File: src/rtl/lrsc_pkg.sv
package lrsc_pkg;

    localparam int XOP_W = 10;

    typedef enum logic [2:0] {
        K_NONE,
        K_LOAD,
        K_STORE,
        K_LR,
        K_SC
    } op_kind_e;

    typedef enum logic [1:0] {
        SZ_B = 2'd0,
        SZ_H = 2'd1,
        SZ_W = 2'd2,
        SZ_D = 2'd3
    } op_size_e;

    typedef enum logic {
        OP_IDLE,
        OP_READ
    } op_state_e;

    typedef enum logic {
        RSV_EMPTY,
        RSV_HELD
    } rsv_state_e;

    typedef struct packed {
        op_kind_e kind;
        op_size_e size;
    } op_dec_t;

    localparam logic [XOP_W-1:0] XO_LR_B = 10'd52;
    localparam logic [XOP_W-1:0] XO_LR_H = 10'd116;
    localparam logic [XOP_W-1:0] XO_LR_W = 10'd20;
    localparam logic [XOP_W-1:0] XO_LR_D = 10'd84;
    localparam logic [XOP_W-1:0] XO_SC_B = 10'd694;
    localparam logic [XOP_W-1:0] XO_SC_H = 10'd726;
    localparam logic [XOP_W-1:0] XO_SC_W = 10'd150;
    localparam logic [XOP_W-1:0] XO_SC_D = 10'd214;
    localparam logic [XOP_W-1:0] XO_LD_B = 10'd87;
    localparam logic [XOP_W-1:0] XO_LD_H = 10'd279;
    localparam logic [XOP_W-1:0] XO_LD_W = 10'd23;
    localparam logic [XOP_W-1:0] XO_LD_D = 10'd21;
    localparam logic [XOP_W-1:0] XO_ST_B = 10'd215;
    localparam logic [XOP_W-1:0] XO_ST_H = 10'd407;
    localparam logic [XOP_W-1:0] XO_ST_W = 10'd151;
    localparam logic [XOP_W-1:0] XO_ST_D = 10'd149;

endpackage

File: src/rtl/lrsc_decode.sv
module lrsc_decode
    import lrsc_pkg::*;
(
    input  logic [XOP_W-1:0] xop,
    output op_dec_t          dec
);

    always_comb begin
        dec = '{kind: K_NONE, size: SZ_B};
        unique case (xop)
            XO_LR_B: dec = '{kind: K_LR,    size: SZ_B};
            XO_LR_H: dec = '{kind: K_LR,    size: SZ_H};
            XO_LR_W: dec = '{kind: K_LR,    size: SZ_W};
            XO_LR_D: dec = '{kind: K_LR,    size: SZ_D};
            XO_SC_B: dec = '{kind: K_SC,    size: SZ_B};
            XO_SC_H: dec = '{kind: K_SC,    size: SZ_H};
            XO_SC_W: dec = '{kind: K_SC,    size: SZ_W};
            XO_SC_D: dec = '{kind: K_SC,    size: SZ_D};
            XO_LD_B: dec = '{kind: K_LOAD,  size: SZ_B};
            XO_LD_H: dec = '{kind: K_LOAD,  size: SZ_H};
            XO_LD_W: dec = '{kind: K_LOAD,  size: SZ_W};
            XO_LD_D: dec = '{kind: K_LOAD,  size: SZ_D};
            XO_ST_B: dec = '{kind: K_STORE, size: SZ_B};
            XO_ST_H: dec = '{kind: K_STORE, size: SZ_H};
            XO_ST_W: dec = '{kind: K_STORE, size: SZ_W};
            XO_ST_D: dec = '{kind: K_STORE, size: SZ_D};
            default: dec = '{kind: K_NONE,  size: SZ_B};
        endcase
    end

endmodule

File: src/rtl/lrsc_st_align.sv
module lrsc_st_align
    import lrsc_pkg::*;
#(
    parameter int DATA_W = 64,
    localparam int LANES = DATA_W / 8,
    localparam int OFF_W = $clog2(LANES)
) (
    input  logic [OFF_W-1:0]  off,
    input  op_size_e          size,
    input  logic [DATA_W-1:0] st_data,
    output logic [LANES-1:0]  be,
    output logic [DATA_W-1:0] wdata
);

    logic [LANES-1:0] size_lanes;

    always_comb begin
        for (int i = 0; i < LANES; i++) begin
            size_lanes[i] = (i < (32'sd1 <<< int'(size)));
        end
        be    = size_lanes << off;
        wdata = st_data << {off, 3'b000};
    end

endmodule

File: src/rtl/lrsc_ld_extract.sv
module lrsc_ld_extract
    import lrsc_pkg::*;
#(
    parameter int DATA_W = 64,
    localparam int LANES = DATA_W / 8,
    localparam int OFF_W = $clog2(LANES)
) (
    input  logic [OFF_W-1:0]  off,
    input  op_size_e          size,
    input  logic [DATA_W-1:0] rd_word,
    output logic [DATA_W-1:0] ld_ext
);

    logic [LANES-1:0]  keep;
    logic [DATA_W-1:0] shifted;

    always_comb begin
        for (int i = 0; i < LANES; i++) begin
            keep[i] = (i < (32'sd1 <<< int'(size)));
        end
        shifted = rd_word >> {off, 3'b000};
    end

    for (genvar g = 0; g < LANES; g++) begin : g_lane
        assign ld_ext[8*g +: 8] = keep[g] ? shifted[8*g +: 8] : 8'h00;
    end

endmodule

File: src/rtl/lrsc_resv.sv
module lrsc_resv
    import lrsc_pkg::*;
#(
    parameter int ADDR_W = 64
) (
    input  logic              clk,
    input  logic              rst_n,
    input  logic              set_en,
    input  logic [ADDR_W-1:0] set_addr,
    input  op_size_e          set_size,
    input  logic              sc_en,
    input  logic [ADDR_W-1:0] sc_addr,
    input  op_size_e          sc_size,
    input  logic              snoop_valid,
    input  logic [ADDR_W-1:0] snoop_addr,
    output logic              sc_pass,
    output logic              rsv_valid,
    output logic [ADDR_W-1:0] rsv_addr,
    output op_size_e          rsv_size
);

    rsv_state_e        state, state_nx;
    logic [ADDR_W-1:0] addr_q;
    op_size_e          size_q;
    logic [ADDR_W-1:0] snoop_off;
    logic [ADDR_W-1:0] span;
    logic              snoop_hit;

    always_comb begin
        snoop_off = snoop_addr - addr_q;
        span      = ADDR_W'(1) << size_q;
        snoop_hit = snoop_valid && (state == RSV_HELD) && (snoop_off < span);
        sc_pass   = (state == RSV_HELD) && (addr_q == sc_addr) && (size_q == sc_size);
    end

    always_comb begin
        state_nx = state;
        unique case (state)
            RSV_EMPTY: if (set_en) state_nx = RSV_HELD;
            RSV_HELD: begin
                if (set_en)                  state_nx = RSV_HELD;
                else if (sc_en || snoop_hit) state_nx = RSV_EMPTY;
            end
            default: state_nx = RSV_EMPTY;
        endcase
    end

    always_ff @(posedge clk or negedge rst_n) begin
        if (!rst_n) state <= RSV_EMPTY;
        else        state <= state_nx;
    end

    always_ff @(posedge clk or negedge rst_n) begin
        if (!rst_n) begin
            addr_q <= '0;
            size_q <= SZ_B;
        end else if (set_en) begin
            addr_q <= set_addr;
            size_q <= set_size;
        end
    end

    assign rsv_valid = (state == RSV_HELD);
    assign rsv_addr  = addr_q;
    assign rsv_size  = size_q;


    sc_clear_chk: assert property (@(posedge clk) disable iff (!rst_n)
        (sc_en && !set_en) |=> !rsv_valid);


    snoop_clear_chk: assert property (@(posedge clk) disable iff (!rst_n)
        (snoop_valid && rsv_valid && snoop_addr == rsv_addr && !set_en) |=> !rsv_valid);


    snoop_lr_wins_chk: assert property (@(posedge clk) disable iff (!rst_n)
        (set_en && snoop_valid) |=> rsv_valid);

endmodule

File: src/rtl/lrsc_monitor.sv
module lrsc_monitor
    import lrsc_pkg::*;
#(
    parameter int ADDR_W = 64,
    parameter int DATA_W = 64,
    localparam int LANES = DATA_W / 8,
    localparam int OFF_W = $clog2(LANES)
) (
    input  logic              clk,
    input  logic              rst_n,
    input  logic              op_valid,
    input  logic [XOP_W-1:0]  op_xop,
    input  logic [ADDR_W-1:0] op_ea,
    input  logic [DATA_W-1:0] op_st_data,
    input  logic              so_bit,
    output logic              op_ready,
    input  logic              snoop_valid,
    input  logic [ADDR_W-1:0] snoop_addr,
    output logic              mem_re,
    output logic              mem_we,
    output logic [LANES-1:0]  mem_be,
    output logic [ADDR_W-1:0] mem_addr,
    output logic [DATA_W-1:0] mem_wdata,
    input  logic [DATA_W-1:0] mem_rdata,
    output logic              ld_valid,
    output logic [DATA_W-1:0] ld_data,
    output logic              cr_valid,
    output logic [3:0]        cr_field,
    output logic              rsv_valid,
    output logic [ADDR_W-1:0] rsv_addr,
    output logic [1:0]        rsv_size
);

    op_state_e         state, state_nx;
    op_dec_t           dec;
    logic              accept;
    logic              is_read;
    logic              sc_pass;
    logic              set_en;
    logic              sc_en;
    op_size_e          rsv_size_e;
    logic [LANES-1:0]  st_be;
    logic [DATA_W-1:0] st_wdata;
    logic [OFF_W-1:0]  cap_off;
    op_size_e          cap_size;
    logic [DATA_W-1:0] ld_ext;

    lrsc_decode u_decode (
        .xop (op_xop),
        .dec (dec)
    );

    lrsc_st_align #(.DATA_W(DATA_W)) u_st_align (
        .off     (op_ea[OFF_W-1:0]),
        .size    (dec.size),
        .st_data (op_st_data),
        .be      (st_be),
        .wdata   (st_wdata)
    );

    lrsc_ld_extract #(.DATA_W(DATA_W)) u_ld_extract (
        .off     (cap_off),
        .size    (cap_size),
        .rd_word (mem_rdata),
        .ld_ext  (ld_ext)
    );

    lrsc_resv #(.ADDR_W(ADDR_W)) u_resv (
        .clk         (clk),
        .rst_n       (rst_n),
        .set_en      (set_en),
        .set_addr    (op_ea),
        .set_size    (dec.size),
        .sc_en       (sc_en),
        .sc_addr     (op_ea),
        .sc_size     (dec.size),
        .snoop_valid (snoop_valid),
        .snoop_addr  (snoop_addr),
        .sc_pass     (sc_pass),
        .rsv_valid   (rsv_valid),
        .rsv_addr    (rsv_addr),
        .rsv_size    (rsv_size_e)
    );

    assign rsv_size = rsv_size_e;

    always_comb begin
        op_ready  = (state == OP_IDLE);
        accept    = op_valid && op_ready;
        is_read   = (dec.kind == K_LOAD) || (dec.kind == K_LR);
        set_en    = accept && (dec.kind == K_LR);
        sc_en     = accept && (dec.kind == K_SC);
        mem_re    = accept && is_read;
        mem_we    = accept && ((dec.kind == K_STORE) || ((dec.kind == K_SC) && sc_pass));
        mem_be    = mem_we ? st_be : '0;
        mem_addr  = {op_ea[ADDR_W-1:OFF_W], {OFF_W{1'b0}}};
        mem_wdata = st_wdata;
    end

    always_comb begin
        state_nx = state;
        unique case (state)
            OP_IDLE: if (accept && is_read) state_nx = OP_READ;
            OP_READ: state_nx = OP_IDLE;
            default: state_nx = OP_IDLE;
        endcase
    end

    always_ff @(posedge clk or negedge rst_n) begin
        if (!rst_n) state <= OP_IDLE;
        else        state <= state_nx;
    end

    always_ff @(posedge clk or negedge rst_n) begin
        if (!rst_n) begin
            cr_valid <= 1'b0;
            cr_field <= 4'b0000;
            ld_valid <= 1'b0;
            ld_data  <= '0;
            cap_off  <= '0;
            cap_size <= SZ_B;
        end else begin
            cr_valid <= sc_en;
            if (sc_en) cr_field <= {2'b00, sc_pass, so_bit};
            ld_valid <= (state == OP_READ);
            if (state == OP_READ) ld_data <= ld_ext;
            if (accept && is_read) begin
                cap_off  <= op_ea[OFF_W-1:0];
                cap_size <= dec.size;
            end
        end
    end


    mem_excl_chk: assert property (@(posedge clk) disable iff (!rst_n)
        $onehot0({mem_re, mem_we}));


    lr_set_chk: assert property (@(posedge clk) disable iff (!rst_n)
        (accept && dec.kind == K_LR) |=> (rsv_valid && rsv_addr == $past(op_ea)));


    sc_we_chk: assert property (@(posedge clk) disable iff (!rst_n)
        (accept && dec.kind == K_SC && mem_we) |-> (rsv_valid && rsv_addr == op_ea));


    cr_shape_chk: assert property (@(posedge clk) disable iff (!rst_n)
        cr_valid |-> (cr_field[3:2] == 2'b00 && cr_field[0] == $past(so_bit)));


    ld_timing_chk: assert property (@(posedge clk) disable iff (!rst_n)
        (accept && is_read) |=> (!op_ready ##1 ld_valid));


    plain_keep_chk: assert property (@(posedge clk) disable iff (!rst_n)
        (accept && (dec.kind == K_LOAD || dec.kind == K_STORE) && !snoop_valid)
        |=> ($stable(rsv_valid) && $stable(rsv_addr)));

endmodule

File: config.mk
export PLATFORM = sky130hd
export DESIGN_NAME = lrsc_monitor
export DESIGN_NICKNAME = d
export VERILOG_FILES = /design/src/rtl/lrsc_pkg.sv /design/src/rtl/lrsc_decode.sv /design/src/rtl/lrsc_st_align.sv /design/src/rtl/lrsc_ld_extract.sv /design/src/rtl/lrsc_resv.sv /design/src/rtl/lrsc_monitor.sv
export SDC_FILE = /design/constraint.sdc
export NUM_CORES = 1
export LEC_CHECK = 0
export CAP_MARGIN = 20
export CELL_PAD_IN_SITES_DETAIL_PLACEMENT = 1
export CELL_PAD_IN_SITES_GLOBAL_PLACEMENT = 1
export CORE_MARGIN = 5
export CORE_UTILIZATION = 35
export CTS_CLUSTER_DIAMETER = 120
export CTS_CLUSTER_SIZE = 12
export DETAILED_ROUTE_END_ITERATION = 6
export PLACE_DENSITY_LB_ADDON = 0.12
export SLEW_MARGIN = 20
export SYNTH_ARGS = -nofsm -noshare
export SYNTH_HDL_FRONTEND = slang
export SYNTH_SLANG_ARGS = --single-unit
File: constraint.sdc
create_clock -name clk -period 9.1 [get_ports clk]
set_clock_uncertainty 0.1 [all_clocks]
set_input_delay 1.82 -clock clk [delete_from_list [all_inputs] [get_ports clk]]
set_output_delay 1.82 -clock clk [all_outputs]
set_load 0.02 [all_outputs]
### Word level (Yosys, flattened, before mapping)

Index checks and enable logic that the tools add are counted.

| storage, ports and cells | value |
|---|---|
| register bits after elaboration | 141 |
| input bits | 271 |
| word-level logic and storage cells | 87 |

| cells by class | value |
|---|---|
| $add $sub $neg | 1 |
| magnitude comparators | 17 |
| eq/ne operators | 22 |
| shift-type cells | 6 |
| mux-type cells | 16 |
| bitwise gates (word level) | 2 |
| reduce and logical (&&, ||, !) cells | 13 |

Operator list:

| kind | count |
|---|---|
| 4-bit by 32-bit < comparator with 1-bit output, first input constant | 8 |
| 3-bit by 32-bit < comparator with 1-bit output, first input constant | 4 |
| 5-bit one-hot mux with 16 select lines | 1 |
| 8-bit two-way mux | 9 |
| 64-bit equality test | 1 |
| 1-bit by 32-bit < comparator with 1-bit output, first input constant | 2 |
| 2-bit by 32-bit < comparator with 1-bit output, first input constant | 2 |
| 64-bit < comparator | 1 |
| 1-bit by 2-bit left shift with 64-bit output, first input constant | 1 |
| 64-bit by 6-bit left shift with 64-bit output | 1 |
| 64-bit by 6-bit right shift with 64-bit output | 1 |
| 2-bit by 2-bit <<< shifter with 32-bit output, first input constant | 2 |
| 64-bit subtractor | 1 |
| 10-bit by 8-bit equality test with 1-bit output, second input constant | 5 |
| 10-bit by 5-bit equality test with 1-bit output, second input constant | 3 |
| 10-bit by 7-bit equality test with 1-bit output, second input constant | 3 |
| 10-bit equality test, second input constant | 2 |
| 10-bit by 9-bit equality test with 1-bit output, second input constant | 2 |
| 10-bit by 6-bit equality test with 1-bit output, second input constant | 1 |
| 1-bit logical AND | 10 |
| 8-bit by 3-bit left shift with 8-bit output | 1 |
| 3-bit by 2-bit equality test with 1-bit output, second input constant | 2 |
| 1-bit two-way mux | 4 |
| 1-bit one-hot mux with 2 select lines | 2 |
| 5 further kinds | 8 |

### Depth between registers and ports, before layout

Gate-level depths: netlist of the first run.

| logic depth | value |
|---|---|
| depth after elaboration | 8 |
| depth in mapped cells | 17 |
| depth with buffers taken out | 17 |

### Cells and area by module

A second synthesis of the first run with hierarchy kept.

| unflattened totals | value |
|---|---|
| cells, all modules | 1787 |
| area total of the unflattened synthesis | 15094.5 um^2 |

Modules (own cells, without submodules):

| module | times used | cells each | area an instance (um^2) | seq. area each (um^2) |
|---|---|---|---|---|
| lrsc_resv | 1 | 1030 | 7622.3 | 1676.6 |
| lrsc_monitor | 1 | 238 | 3315.7 | 1851.8 |
| lrsc_st_align | 1 | 264 | 2072.0 | 0.0 |
| lrsc_ld_extract | 1 | 226 | 1899.3 | 0.0 |
| lrsc_decode | 1 | 29 | 185.2 | 0.0 |

### Worst setup path before layout of the first run

OpenSTA, ideal clock, no wires.

| timing | value |
|---|---|
| kind | input -> output |
| from | in op_ea[1] |
| to | out mem_be[2] |
| data arrival time | 4.749 ns |
| data required time | 7.180 ns |
| setup slack | 2.431 ns |
| cell stages on the path | 11 |
| path buffers | 1 |
| path through | clkbuf_1 -> inv_2 -> o22ai_1 -> a221oi_1 -> o2111ai_1 -> nor4_1 -> nand4_1 -> or4_1 -> nor4_1 -> a31oi_1 -> a2111oi_0 |

| on the way | value |
|---|---|
| word-level cells in the longest chain between the ends | 7 |

RTL lines:

| item | RTL line | text |
|---|---|---|
| from (decl) | lrsc_monitor.sv:13 | `input logic [ADDR_W-1:0] op_ea,` |
| 64-bit equality test | lrsc_resv.sv:33 | `sc_pass = (state == RSV_HELD) && (addr_q == sc_addr) && (size_q == sc_size);` |
| 1-bit logical AND (2 in a row) | lrsc_resv.sv:33 |  |
| 1-bit logical AND | lrsc_monitor.sv:94 | `mem_we = accept && ((dec.kind == K_STORE) \|\| ((dec.kind == K_SC) && sc_pass));` |
| 1-bit logical OR | lrsc_monitor.sv:94 |  |
| 1-bit logical AND | lrsc_monitor.sv:94 |  |
| 8-bit two-way mux (*) | lrsc_monitor.sv:95 | `mem_be = mem_we ? st_be : '0;` |
| to (decl) | lrsc_monitor.sv:21 | `output logic [LANES-1:0] mem_be,` |

Every way passes the cells marked *; elsewhere a longest branch is shown, timed or not.

### Worst setup path after layout of the first run

| timing | value |
|---|---|
| from | in op_ea[26] |
| to | out mem_be[2] |

| on the way | value |
|---|---|
| word-level cells in the longest chain between the ends | 7 |

RTL lines:

| item | RTL line |
|---|---|
| 64-bit equality test | lrsc_resv.sv:33 |
| 1-bit logical AND (2 in a row) | lrsc_resv.sv:33 |
| 1-bit logical AND | lrsc_monitor.sv:94 |
| 1-bit logical OR | lrsc_monitor.sv:94 |
| 1-bit logical AND | lrsc_monitor.sv:94 |
| 8-bit two-way mux | lrsc_monitor.sv:95 |

Every way passes these cells.

==> metrics, run 1 <==
global-route wire length before repair=~100000 µm; residual DRC count=0; CP cell instances=clkdlybuf4s50_1, xnor2_1, nand4_1, nor4_1, nand2_1, or4_1, nor4_1, a31oi_1, a2111oi_0, clkdlybuf4s50_1; vias in the first global route=16800; Pwr per Cell Area=between 100 and 150 nW/µm²; Rel. slew slack=27.8%; total CTS buffers=17; die area=45300 µm²; fin util=between 40% and 50%; vias=15500; top_reg_cell synth=dfrtp_1; period utilization=87.6%; CP Capture Type=output port; fin. max-slew vios=0; DR WL/cell=~26 µm; fmax=~130 MHz; Bufs on Longest Clock Path=2; drt first pass iters=5; RSZ-0062 raised after global routing=no; Sum Neg Setup Slack=0 ps; post-synthesis async set-or-reset flop share=100%; Cells after Synth=between 1500 and 2000; DIE WIDTH=around 210 µm; hold_buf cts=0; Static Leak=a little under 8 nW; Area growth syn-to-layout=40.4%; Tightest Pin Transition=approximately 1100 ps; critical path class=in -> out; Core Box Area=40700 µm²; Total GRT Usage=30.1%; post-route design area=20200 µm²; vias per cell=5.65; post-route ant nets=0; fin nets=2530; share of post-route cells with drive strength above 1=roughly 7.6%; FF-to-FF path depth=14; Req. time, crit path=7180 ps; clk sinks=between 100 and 150; Peak VDD IR=0.126 mV; post-CTS setup buffer count=0; synth unique cells=between 80 and 90; RePlAce Congestion=0.953; Post-DP Area=19600 µm²; EDFF count, synth=0; syn_area_per_cell=8.08 µm²; site row count=between 70 and 80; initial antenna violation count=12; slowest stage delay, CP=690 ps; Tot Pwr=about 2.5 mW; top cell type's share of synthesized area=24.5%; fill cell count=4826; synthesized flop and latch total=141; grt ovf=0; cell taking the most area after synthesis=dfrtp_1; Synth area leaders=dfrtp_1 24%, mux2i_1 8.1%, mux2_2 7.5%; synthesized cell area=14400 µm²; Resize count post-CTS=0; 1st-iter DRT viols=just under 800; CTS Root Cell=clkbuf_16; largest net degree at the start of global routing=98; Max Cap Viol=0; Crit Path Max Fanout=8; status=finished, final reports clean; IO Port Bufs=541; WL final=between 70000 and 80000 µm; Final setup viols=0; Final Critical Period=7970 ps; Hold Path Stages=2; H-tree depth reported by CTS=4; Final HPWL DP=57400 µm; Fin. Hold Viols=0; CP arrival=6050 ps; sequential share of the synthesized area=24.5%; Die H=213 µm; Worst Hold Class=reg -> reg; CTS tree=yes; yosys warns=0; clk_lat worst skew=450 ps; Starting Density=35.4%; I/O Pins=about 550; Worst setup SP type=input port; clk slew on worst S/H paths=approximately 60 ps; CP max-delay cell=clkdlybuf4s50_1
[through the flow]
stage	cells	hold slack, ps	setup WS (ps)
after floorplan	1788	272	2430
after global placement	2704	369	1060
after detailed placement	2704	374	1030
after CTS	2735	391	1030
after global routing	2741	404	936
final	2743	388	1130
[cell families after synthesis]
kind of cell | after synthesis | share of synthesized area, %
buffers and inverters | 267 | 9.37
adder cells (fa/ha/maj) | 67 | 5.87
multiplexers | 212 | 15.6
other | 1 | 0.0260
XOR/XNOR | 97 | 5.90
flip-flops | 141 | 24.5
AND/OR/NAND/NOR | 513 | 16.3
AO/OA/AOI/OAI | 486 | 22.4
[registers in the layout, indices dropped and copies added (netlist names)]
name              flops
ld_data              64
u_resv.rsv_addr      64
cap_off               3
cap_size              2
cr_field              2
u_resv.rsv_size       2
cr_valid              1
ld_valid              1
state                 1
u_resv.rsv_valid      1
[path summary, 6_finish.rpt]
check | to | start | slack (ps)
worst max-delay path | mem_be[2] | op_ea[26] | 1130
worst min-delay path | cr_field[0] | cr_field[0] | 390
worst max register to register | u_resv.rsv_valid | u_resv.rsv_addr[0] | 4400
worst min register to register | cr_field[0] | cr_field[0] | 390
max in group asynchronous | ld_data[32] | rst_n | 6370
min in group asynchronous | u_resv.rsv_addr[37] | rst_n | 1290
[synth_stat cells, drive strengths merged (24+ instances only)]
master and n:
mux2i 116, xnor2 66, inv 96, a21oi 127
nor2 139, dfrtp 141, nor3 35, buf 89
clkbuf 79, mux2 96, o22ai 27, nand2 197
o21ai 91, xor2 31, o2bb2ai 48, ha 66
a31oi 24, nand4 40
[area by class of cell]
cell class | instances | area [µm²] | share of cell area (%)
inverters | 97 | 364 | 1.80
clock inverters | 13 | 141 | 0.699
diodes | 7 | 17.5 | 0.0866
well taps | 532 | 666 | 3.29
multi-input cells | 1380 | 9550 | 47.2
clock buffers | 18 | 429 | 2.12
flip-flops and latches | 141 | 3530 | 17.4
repair buffers | 555 | 5530 | 27.3
[critical path, delay by kind of cell]
kind            cells  cell delay, ps
buf+inv             2            1150
xor+xnor            1             510
simple gates        5            1810
compound gates      2             740
[report_power, final]
part	switching (mW)	total, mW	internal, mW
Sequential	0.0468	0.716	0.670
Combinational	0.612	1.08	0.473
Clock	0.309	0.713	0.403
Total	0.968	2.51	1.55
[cell usage in the layout (no fill, tap or decap), types with 27 or more instances in the layout]
cell type	n
a21oi_1	127
mux2_2	96
inv_1	93
xnor2_1	66
clkdlybuf4s50_1	537
nand4_1	40
xor2_1	31
o2bb2ai_1	48
dfrtp_1	140
o21ai_0	85
ha_1	66
nand2_1	197
nor2_1	139
nor3_1	35
o22ai_1	27
mux2i_1	116
[routing by layer]
layer  vias up  GRT usage, %  share of wire, %
met2       443          54.8                52
met1      7727          34.3                39
met4        10          10.2               3.4
met3       109          7.39               6.0
met5         -             0              0.12
li1       7216             -                 -
No activity file was read; power rests on OpenSTA's default activity.
==> run 2: changes to the inputs <==
Settings changed: CORE_UTILIZATION 35 to 30, DONT_BUFFER_PORTS set to 1, SKIP_CTS_REPAIR_TIMING set to 1.
==> metrics, run 2 (synthesized netlist as in run 1, its figures left out) <==
clk sinks=141 (unchanged); total CTS buffers=17 (unchanged); critical path class=in -> out (unchanged); WL final=66700 µm (was 71000 µm); 1st-iter DRT viols=607 (was 775); vias per cell=5.80 (was 5.65); grt ovf=0 (unchanged); reg2reg start=u_resv.rsv_addr[0] (unchanged); H-tree depth reported by CTS=4 (unchanged); fin. max-slew vios=0 (unchanged); Total GRT Usage=24.3% (was 30.1%); Comb power frac=30.7% (was 43.2%); FF-to-FF path depth=14 (unchanged); Crit Path Max Fanout=8 (unchanged); CP Capture Type=output port (unchanged); DR WL/cell=29.3 µm (was 25.9 µm); global-route wire length before repair=96600 µm (was 104000 µm); Fin. Hold Viols=0 (unchanged); share of post-route cells with drive strength above 1=9.72% (was 7.62%); die area=52500 µm² (was 45300 µm²); GR peak layer=met2 (unchanged); site row count=80 (was 74); Core Box Area=47600 µm² (was 40700 µm²); Hold Startpoint=cap_size[0] (was cr_field[0]); RePlAce Congestion=0.880 (was 0.953); initial antenna violation count=3 (was 12); largest net degree at the start of global routing=142 (was 98); Sw Ratio=40.0% (was 38.5%); reg-to-reg slack, setup=4110 ps (was 4400 ps); RSZ-0062 raised after global routing=no (unchanged); met2 GRT Util=43.7% (was 54.8%); RR Endpoint=u_resv.rsv_valid (unchanged); Peak VDD IR=0.119 mV (was 0.126 mV); Worst Hold Class=reg -> reg (unchanged); Rel. slew slack=22.7% (was 27.8%); residual DRC count=0 (unchanged); I/O Pins=547 (unchanged); worst hold endpoint=cap_size[0] (was cr_field[0]); Starting Density=30.2% (was 35.4%); Int Pwr=1.30 mW (was 1.55 mW); Reg power frac=36.2% (was 28.5%); DIE WIDTH=229 µm (was 213 µm); CTS tree=yes (unchanged); Hold Path Stages=1 (was 2); Worst setup SP type=input port (unchanged); Clk pwr share=33.2% (was 28.3%); fin nets=1983 (was 2530); commonest non-fill, non-tap cells in the layout=197 x nand2_1, 140 x dfrtp_1, 139 x nor2_1, 127 x a21oi_1, 116 x mux2i_1 (was 537 x clkdlybuf4s50_1, 197 x nand2_1, 140 x dfrtp_1, 139 x nor2_1, 127 x a21oi_1); Final HPWL DP=54000 µm (was 57400 µm); drt first pass iters=5 (unchanged); final worst setup slack=1630 ps (was 1130 ps); clk_lat worst skew=470 ps (was 450 ps); most common cell after layout, fill and taps aside=nand2_1 (was clkdlybuf4s50_1); post-route ant nets=0 (unchanged); status=finished, final reports clean (unchanged); CP arrival=5550 ps (was 6050 ps); Max Cap Viol=0 (unchanged); CTS Root Cell=clkbuf_16 (unchanged); Bufs on Longest Clock Path=2 (unchanged); Final Critical Period=7470 ps (was 7970 ps); vias=13200 (was 15500); fmax=134 MHz (was 126 MHz); Final setup viols=0 (unchanged); Sum Neg Setup Slack=0 ps (unchanged); DP Worst Slack=1480 ps (was 1030 ps); vias in the first global route=13900 (was 16800); fin util=31.2% (was 49.7%); Pwr per Cell Area=145 nW/µm² (was 124 nW/µm²); Die H=229 µm (was 213 µm); Tightest Pin Transition=1150 ps (was 1080 ps); IO Port Bufs=0 (was 541); Req. time, crit path=7180 ps (about the same); GR Util met1=27.6% (was 34.3%); Tot Pwr=2.16 mW (was 2.51 mW); GR Util met3=6.87% (was 7.39%); Static Leak=5.86 nW (was 7.96 nW); Area growth syn-to-layout=3.20% (was 40.4%); clk slew on worst S/H paths=70 ps (was 60 ps); switching power=866 µW (was 968 µW); period utilization=82.1% (was 87.6%)
-- run 2: power by group through the flow --
stage,Combinational (mW),Clock (mW),Sequential (mW)
after floorplan,0.553,0,0.761
after global placement,0.661,0,0.796
after detailed placement,0.665,0,0.794
after CTS,0.669,0.746,0.784
after global routing,0.728,0.772,0.787
final,0.663,0.718,0.782
-- run 2: layout make-up --
cell class / count / area, µm²
Timing Repair Buffer: 8 / 60.1
Multi-Input combinational cell: 1380 / 9560
Inverter: 97 / 364
Clock inverter: 14 / 155
Tap cell: 615 / 769
Antenna cell: 2 / 5.00
Clock buffer: 17 / 425
Fill cell: 5658 / 32800
Sequential cell: 141 / 3530
-- run 2: layer usage --
metal,share of wire (%),wire length (µm)
met1,39,26200
met2,51,34200
met3,6.0,4010
met4,3.4,2290
met5,0.019,13
-- run 2: metrics by stage --
stage	hold slack (ps)	cells	cell area, µm²
after global routing	518	2272	14900
after floorplan	272	1788	14400
after global placement	448	2241	14300
final	491	2274	14900
after detailed placement	477	2241	14300
after CTS	502	2272	14900
-- run 2: how the worst max path moves through the flow --
stage,cells past startpoint,from,to
3_5_place_dp,8,op_ea[26],mem_be[2]
2_1_floorplan,11,op_ea[1],mem_be[2]
3_3_place_gp,8,op_ea[26],mem_be[2]
6_report,8,op_ea[26],mem_be[2]
4_1_cts,8,op_ea[26],mem_be[2]
5_1_grt,8,op_ea[26],mem_be[2]
-- run 2: critical path, stage by stage --
cell and delay, ps:
xnor2_1 600, nand4_1 200, nor4_1 400, nand2_1 210, or4_1 560, nor4_1 490
a31oi_2 280, a2111oi_1 980
